**src/rtl/prefix_seq.sv**
```systemverilog
module prefix_seq #(
  parameter int CW = 16
) (
  input  logic          clk,
  input  logic          rst_n,
  input  logic          byte_valid,
  input  logic [7:0]    byte_in,
  input  logic          op_string,
  input  logic          op_cmp,
  input  logic          op_bpsp,
  input  logic [CW-1:0] count_in,
  input  logic          iter_done,
  input  logic          iter_zf,
  input  logic          irq,
  input  logic          resume,
  output logic [1:0]    seg_sel,
  output logic          bus_lock,
  output logic          iter_start,
  output logic          cnt_dec,
  output logic          instr_done,
  output logic          irq_ack,
  output logic          suspended,
  output logic          busy
);

  localparam logic [1:0] SEG_SS = 2'd2;
  localparam logic [1:0] SEG_DS = 2'd3;
  localparam logic [CW-1:0] ONE = CW'(1);

  typedef enum logic [1:0] {S_IDLE, S_GO, S_WAIT} st_t;
  st_t st;

  logic          ovr_v, rep_on, rep_eq, lock_p, bp_q, cmp_q;
  logic [1:0]    ovr_seg;
  logic [CW-1:0] cnt;

  logic          sv_v, sv_ovr_v, sv_rep_eq, sv_lock, sv_bp, sv_cmp;
  logic [1:0]    sv_ovr_seg;
  logic [CW-1:0] sv_cnt;

  logic is_seg, is_lock, is_rep, is_pfx;
  logic take_res, op_acc, skip0, early, last_it, fin, take_irq;

  // segment overrides share the pattern 001x_x110, register in bits 4:3
  assign is_seg  = (byte_in[7:5] == 3'b001) && (byte_in[2:0] == 3'b110);
  assign is_lock = (byte_in == 8'hF0);
  assign is_rep  = (byte_in[7:1] == 7'b1111_001);
  assign is_pfx  = is_seg | is_lock | is_rep;

  assign take_res = (st == S_IDLE) && resume && sv_v;
  assign op_acc   = (st == S_IDLE) && byte_valid && !take_res && !is_pfx;
  assign skip0    = op_acc && rep_on && op_string && (count_in == '0);
  assign early    = cmp_q && (rep_eq ? !iter_zf : iter_zf);
  assign last_it  = !rep_on || (cnt == ONE) || early;
  assign fin      = (st == S_WAIT) && iter_done && last_it;
  assign take_irq = (st == S_WAIT) && iter_done && !last_it && irq && !sv_v;

  assign seg_sel    = ovr_v ? ovr_seg : (bp_q ? SEG_SS : SEG_DS);
  assign busy       = (st != S_IDLE);
  assign bus_lock   = lock_p && busy;
  assign iter_start = (st == S_GO);
  assign cnt_dec    = (st == S_WAIT) && iter_done && rep_on;
  assign instr_done = fin | skip0;
  assign irq_ack    = take_irq;
  assign suspended  = sv_v;

  always_ff @(posedge clk) begin
    if (!rst_n) begin
      st         <= S_IDLE;
      ovr_v      <= 1'b0;
      ovr_seg    <= 2'd0;
      rep_on     <= 1'b0;
      rep_eq     <= 1'b0;
      lock_p     <= 1'b0;
      bp_q       <= 1'b0;
      cmp_q      <= 1'b0;
      cnt        <= '0;
      sv_v       <= 1'b0;
      sv_ovr_v   <= 1'b0;
      sv_ovr_seg <= 2'd0;
      sv_rep_eq  <= 1'b0;
      sv_lock    <= 1'b0;
      sv_bp      <= 1'b0;
      sv_cmp     <= 1'b0;
      sv_cnt     <= '0;
    end else begin
      case (st)
        S_IDLE: begin
          if (take_res) begin
            ovr_v   <= sv_ovr_v;
            ovr_seg <= sv_ovr_seg;
            rep_on  <= 1'b1;
            rep_eq  <= sv_rep_eq;
            lock_p  <= sv_lock;
            bp_q    <= sv_bp;
            cmp_q   <= sv_cmp;
            cnt     <= sv_cnt;
            sv_v    <= 1'b0;
            st      <= S_GO;
          end else if (byte_valid) begin
            if (is_seg) begin
              ovr_v   <= 1'b1;
              ovr_seg <= byte_in[4:3];
            end
            if (is_lock) lock_p <= 1'b1;
            if (is_rep) begin
              rep_on <= 1'b1;
              rep_eq <= byte_in[0];
            end
            if (!is_pfx) begin
              bp_q  <= op_bpsp;
              cmp_q <= op_cmp;
              cnt   <= count_in;
              if (skip0) begin
                ovr_v  <= 1'b0;
                rep_on <= 1'b0;
                lock_p <= 1'b0;
              end else begin
                rep_on <= rep_on & op_string;
                st     <= S_GO;
              end
            end
          end
        end
        S_GO: st <= S_WAIT;
        S_WAIT: begin
          if (iter_done) begin
            if (rep_on) cnt <= cnt - ONE;
            if (fin || take_irq) begin
              ovr_v  <= 1'b0;
              rep_on <= 1'b0;
              lock_p <= 1'b0;
              st     <= S_IDLE;
            end else begin
              st <= S_GO;
            end
            if (take_irq) begin
              sv_v       <= 1'b1;
              sv_ovr_v   <= ovr_v;
              sv_ovr_seg <= ovr_seg;
              sv_rep_eq  <= rep_eq;
              sv_lock    <= lock_p;
              sv_bp      <= bp_q;
              sv_cmp     <= cmp_q;
              sv_cnt     <= cnt - ONE;
            end
          end
        end
        default: st <= S_IDLE;
      endcase
    end
  end

  AST_START_PULSE: assert property (@(posedge clk) disable iff (!rst_n)
    iter_start |=> !iter_start);
  AST_DEC_ON_DONE: assert property (@(posedge clk) disable iff (!rst_n)
    cnt_dec |-> iter_done);
  AST_LOCK_IDLE: assert property (@(posedge clk) disable iff (!rst_n)
    !busy |-> !bus_lock);
  AST_LOCK_RELEASE: assert property (@(posedge clk) disable iff (!rst_n)
    (instr_done && busy) |=> !bus_lock);
  AST_ACK_EXCL: assert property (@(posedge clk) disable iff (!rst_n)
    irq_ack |-> !instr_done);
  AST_ACK_SAVES: assert property (@(posedge clk) disable iff (!rst_n)
    irq_ack |=> (suspended && !busy));
  AST_RESUME_GO: assert property (@(posedge clk) disable iff (!rst_n)
    (resume && suspended && !busy) |=> iter_start);
  AST_SEG_HOLD: assert property (@(posedge clk) disable iff (!rst_n)
    (busy && $past(busy)) |-> $stable(seg_sel));

endmodule

```
**config.mk**
```make
export PLATFORM = sky130hd
export DESIGN_NAME = prefix_seq
export DESIGN_NICKNAME = d
export VERILOG_FILES = /design/src/rtl/prefix_seq.sv
export SDC_FILE = /design/constraint.sdc
export NUM_CORES = 1
export LEC_CHECK = 0
export CAP_MARGIN = 20
export CORE_MARGIN = 1
export CORE_UTILIZATION = 43
export DETAILED_ROUTE_END_ITERATION = 10
export MAX_ROUTING_LAYER = met4
export PLACE_DENSITY = 0.77
export SYNTH_ARGS = -nofsm -noshare
export SYNTH_HDL_FRONTEND = slang
export SYNTH_SLANG_ARGS = --single-unit
```
**constraint.sdc**
```tcl
create_clock -name clk -period 1.9 [get_ports clk]
set_input_delay 0.38 -clock clk [delete_from_list [all_inputs] [get_ports clk]]
set_output_delay 0.38 -clock clk [all_outputs]
set_load 0.02 [all_outputs]
```
==> impl_metrics.env <==
export IMPL_critPathLaunchType="flop"
export IMPL_final_common_cell="buf_4"
export IMPL_hp_class="input port to flop"
export IMPL_required_ns=1.52
export IMPL_r2r_cells=10
export IMPL_port_buffers=42
export IMPL_finalNetCount=549
export IMPL_ys_async_sr_fraction_pct=0
export IMPL_clock_path_buffers=2
export IMPL_outcome="finished with violations"
export IMPL_violations="setup timing"
export IMPL_worstPathCellList="xor2_1 > a21boi_1 > o21ai_2 > buf_4 > nor4_4 > buf_4"
export IMPL_crit_type="flop to output pin"
export IMPL_syn_num_nets=425
export IMPL_max_freq_ghz=0.446
export IMPL_initial_core_util_pct=44.5
export IMPL_worstHoldStart="byte_in[3]"
export IMPL_synth_cell_area_um2=3010
export IMPL_utilization_pct=69.5
export IMPL_rows=30
export IMPL_rsz0062_at_grt="true"
export IMPL_fillerInstances=442
export IMPL_reg2reg_to="sv_cnt[10]"
export IMPL_antenna_found_initial=0
export IMPL_wl_per_cell_um=19.5
export IMPL_firstDrtPassIters=5
export IMPL_synthFlopType="dfxtp_1"
export IMPL_grtUsageTotal_pct=29.1
export IMPL_cts_tree="yes"
export IMPL_yosysUniqueCellTypes=60
export IMPL_tightest_slew_ns=0.465
export IMPL_h_tree_depth=2
export IMPL_dpl_cell_count=571
export IMPL_stdcell_count=594
export IMPL_fin_skew_ns=0.0101
export IMPL_cts_buffers_inserted=5
export IMPL_setup_violations=33
export IMPL_clockRootBuffer="clkbuf_8"
export IMPL_vias=3741
export IMPL_drc=0
export IMPL_core_area_um2=6760
export IMPL_crit_fanout=2
export IMPL_multi_input_area_um2=2110
export IMPL_diodes=0
export IMPL_grt_pass1_vias=3517
export IMPL_endpoint_kind="output pin"
export IMPL_numClockSinks=50
export IMPL_yosysWarnings=0
export IMPL_drive_gt1_share_pct=35.6
export IMPL_p_leak_uw=0.00202
export IMPL_ys_seq_area_share_pct=33.3
export IMPL_final_max_slew_viol_count=0
export IMPL_synthToLayoutAreaGrowth_pct=56.1
export IMPL_syn_avg_cell_area_um2=7.73
export IMPL_ant_nets=0
export IMPL_cpMostUsedCell="buf_4"
export IMPL_hpwlAfterDp_um=6990
export IMPL_grt_start_max_net_pins=40
export IMPL_seq_area_um2=1010
export IMPL_slowest_stage="dfxtp_2"
export IMPL_place_gp_congestion=0.878
export IMPL_critPathBufInv=2
export IMPL_die_area_um2=7330
export IMPL_worst_ep_arrival_time_ns=1.86
export IMPL_grt_overflow_total=0
export IMPL_hold_violations=0
export IMPL_grt_pass1_wl_um=16400
export IMPL_dieWidth_um=85.6
export IMPL_hold_end="ovr_seg[0]"
export IMPL_crit_start="rep_eq"
export IMPL_worstHoldPathCells=4
export IMPL_fin_crit_ns=2.24
export IMPL_dieHeight_um=85.6
export IMPL_drt_iter0_markers=535
export IMPL_setup_ws_ns=-0.343
export IMPL_cpPeakStageDelay_ns=0.34
export IMPL_ios=43
export IMPL_critical_path_top_delay_family="buffers and inverters"
export IMPL_timing_max_slew_rel_slack_pct=68.7
export IMPL_vias_per_cell=6.30
export IMPL_clkLatencyLatePin_ns=0.31
export IMPL_power_density_nw_per_um2=746
export IMPL_worst_r2r_setup_slack_ns=-0.26
export IMPL_maxCapViolations=0
export IMPL_vdd_drop_max_mv=0.508
export IMPL_period_share_pct=118
export IMPL_synthCells=389
export IMPL_regToRegStartpoint="rep_eq"
export IMPL_layout_common_cells="buf_4, nand2_1, dfxtp_1, nor2_1, a21oi_1"
export IMPL_ys_seq_elements=50
export IMPL_drt_wl_total_um=11600
export IMPL_synth_edff_count=0
export IMPL_clk_pin_slew_ns=0.10
flip-flops by register name, summed over array words and instances (netlist names):
register    flops
ovr_seg         2
sv_cnt         16
cmp_q           1
st              2
sv_bp           1
rep_eq          1
rep_on          1
suspended       1
sv_rep_eq       1
lock_p          1
sv_lock         1
sv_ovr_seg      2
cnt            16
sv_cmp          1
ovr_v           1
bp_q            1
sv_ovr_v        1
cells by family (layout without fill, tap and decap cells):
kind of cell               count (synthesis)  count (layout)  share of synthesized area [%]
and+or+nand+nor                          174             174                           28.2
muxes                                     14              14                           4.70
AOI/OAI and AO/OA                         99              99                           22.7
xor gates and xnor gates                  13              13                           4.04
buffers and inverters                     37             162                           6.20
DFF                                       50              50                           33.3
adders and majority gates                  2               2                          0.832
worst min-delay path: stages:
cell and delay, ns:
clkbuf_2 0.11, buf_4 0.13, nand2_1 0.05, a311oi_1 0.08
worst max path at each step:
stage                      end  depth (start not counted)
global route        instr_done                          7
finish                 irq_ack                          6
global placement    instr_done                          7
floorplan           instr_done                          5
detailed placement  instr_done                          7
CTS                 instr_done                          7
synth_stat cells, types with 2 or more instances:
cell type / n / share of area, %
a211oi_1: 7 / 1.7
a21boi_0: 2 / 0.50
a21o_1: 4 / 1.0
a21oi_1: 21 / 3.5
a311oi_1: 6 / 1.7
a31o_2: 2 / 0.58
a31oi_1: 6 / 1.2
a32o_1: 3 / 1.0
and2_1: 2 / 0.42
and3_1: 3 / 0.62
buf_2: 5 / 0.83
buf_4: 3 / 0.75
buf_6: 4 / 1.5
clkbuf_1: 15 / 1.9
dfxtp_1: 50 / 33
ha_1: 2 / 0.83
inv_1: 9 / 1.1
mux2i_1: 13 / 4.3
nand2_1: 76 / 9.5
nand2b_1: 6 / 1.2
nand3_1: 20 / 3.3
nand4_1: 3 / 0.62
nor2_1: 32 / 4.0
nor2b_1: 6 / 1.2
nor3_1: 6 / 1.0
nor3_2: 2 / 0.67
nor4_1: 5 / 1.0
nor4bb_1: 2 / 0.67
o211a_1: 8 / 2.7
o211ai_1: 4 / 1.0
o21ai_0: 19 / 3.2
o21ai_1: 2 / 0.33
o22ai_1: 3 / 0.62
or4_1: 2 / 0.50
xnor2_1: 8 / 2.3
xor2_1: 4 / 1.2
cell type report:
| class | count | area share (%) |
|---|---|---|
| timing repair buffer | 145 | 28.4 |
| multi-input combinational | 302 | 44.9 |
| clock buffer | 7 | 1.63 |
| sequential | 50 | 21.5 |
| tap | 80 | 2.13 |
| clock inverter | 1 | 0.640 |
| inverter | 9 | 0.720 |
layer usage:
layer  track usage (%)  vias up  wire (µm)
li1                  -     1646          -
met5                 -        -          0
met2              46.7      274       5400
met3              5.87       76       1270
met4              13.5        0        651
met1              35.2     1745       4270
power by group:
group          internal (µW)  total (µW)  switching (µW)
logic                    751        1560             812
clock network            395         766             371
registers               1120        1170            56.2
total                   2260        3500            1240
metrics by stage:
step / power, µW / hold slack [ns] / instance area, µm² / setup slack [ns] / TNS [ns]
floorplan: 1880 / 0.442 / 3020 / -0.157 / -0.162
global placement: 2450 / 0.462 / 4070 / -1.24 / -28.97
detailed placement: 2490 / 0.477 / 4070 / -1.25 / -29.86
CTS: 3300 / 0.489 / 4320 / -0.330 / -0.416
global route: 3640 / 0.494 / 4690 / -0.382 / -6.24
finish: 3500 / 0.480 / 4690 / -0.343 / -5.30
repair_timing:
item	CTS	global route
hold buffers	0	0
buffers inserted	5	9
gates cloned	0	3
setup endpoints to repair	53	32
pin swaps	19	22
resized for setup	79	61
Power figures use the tool's default switching activity.
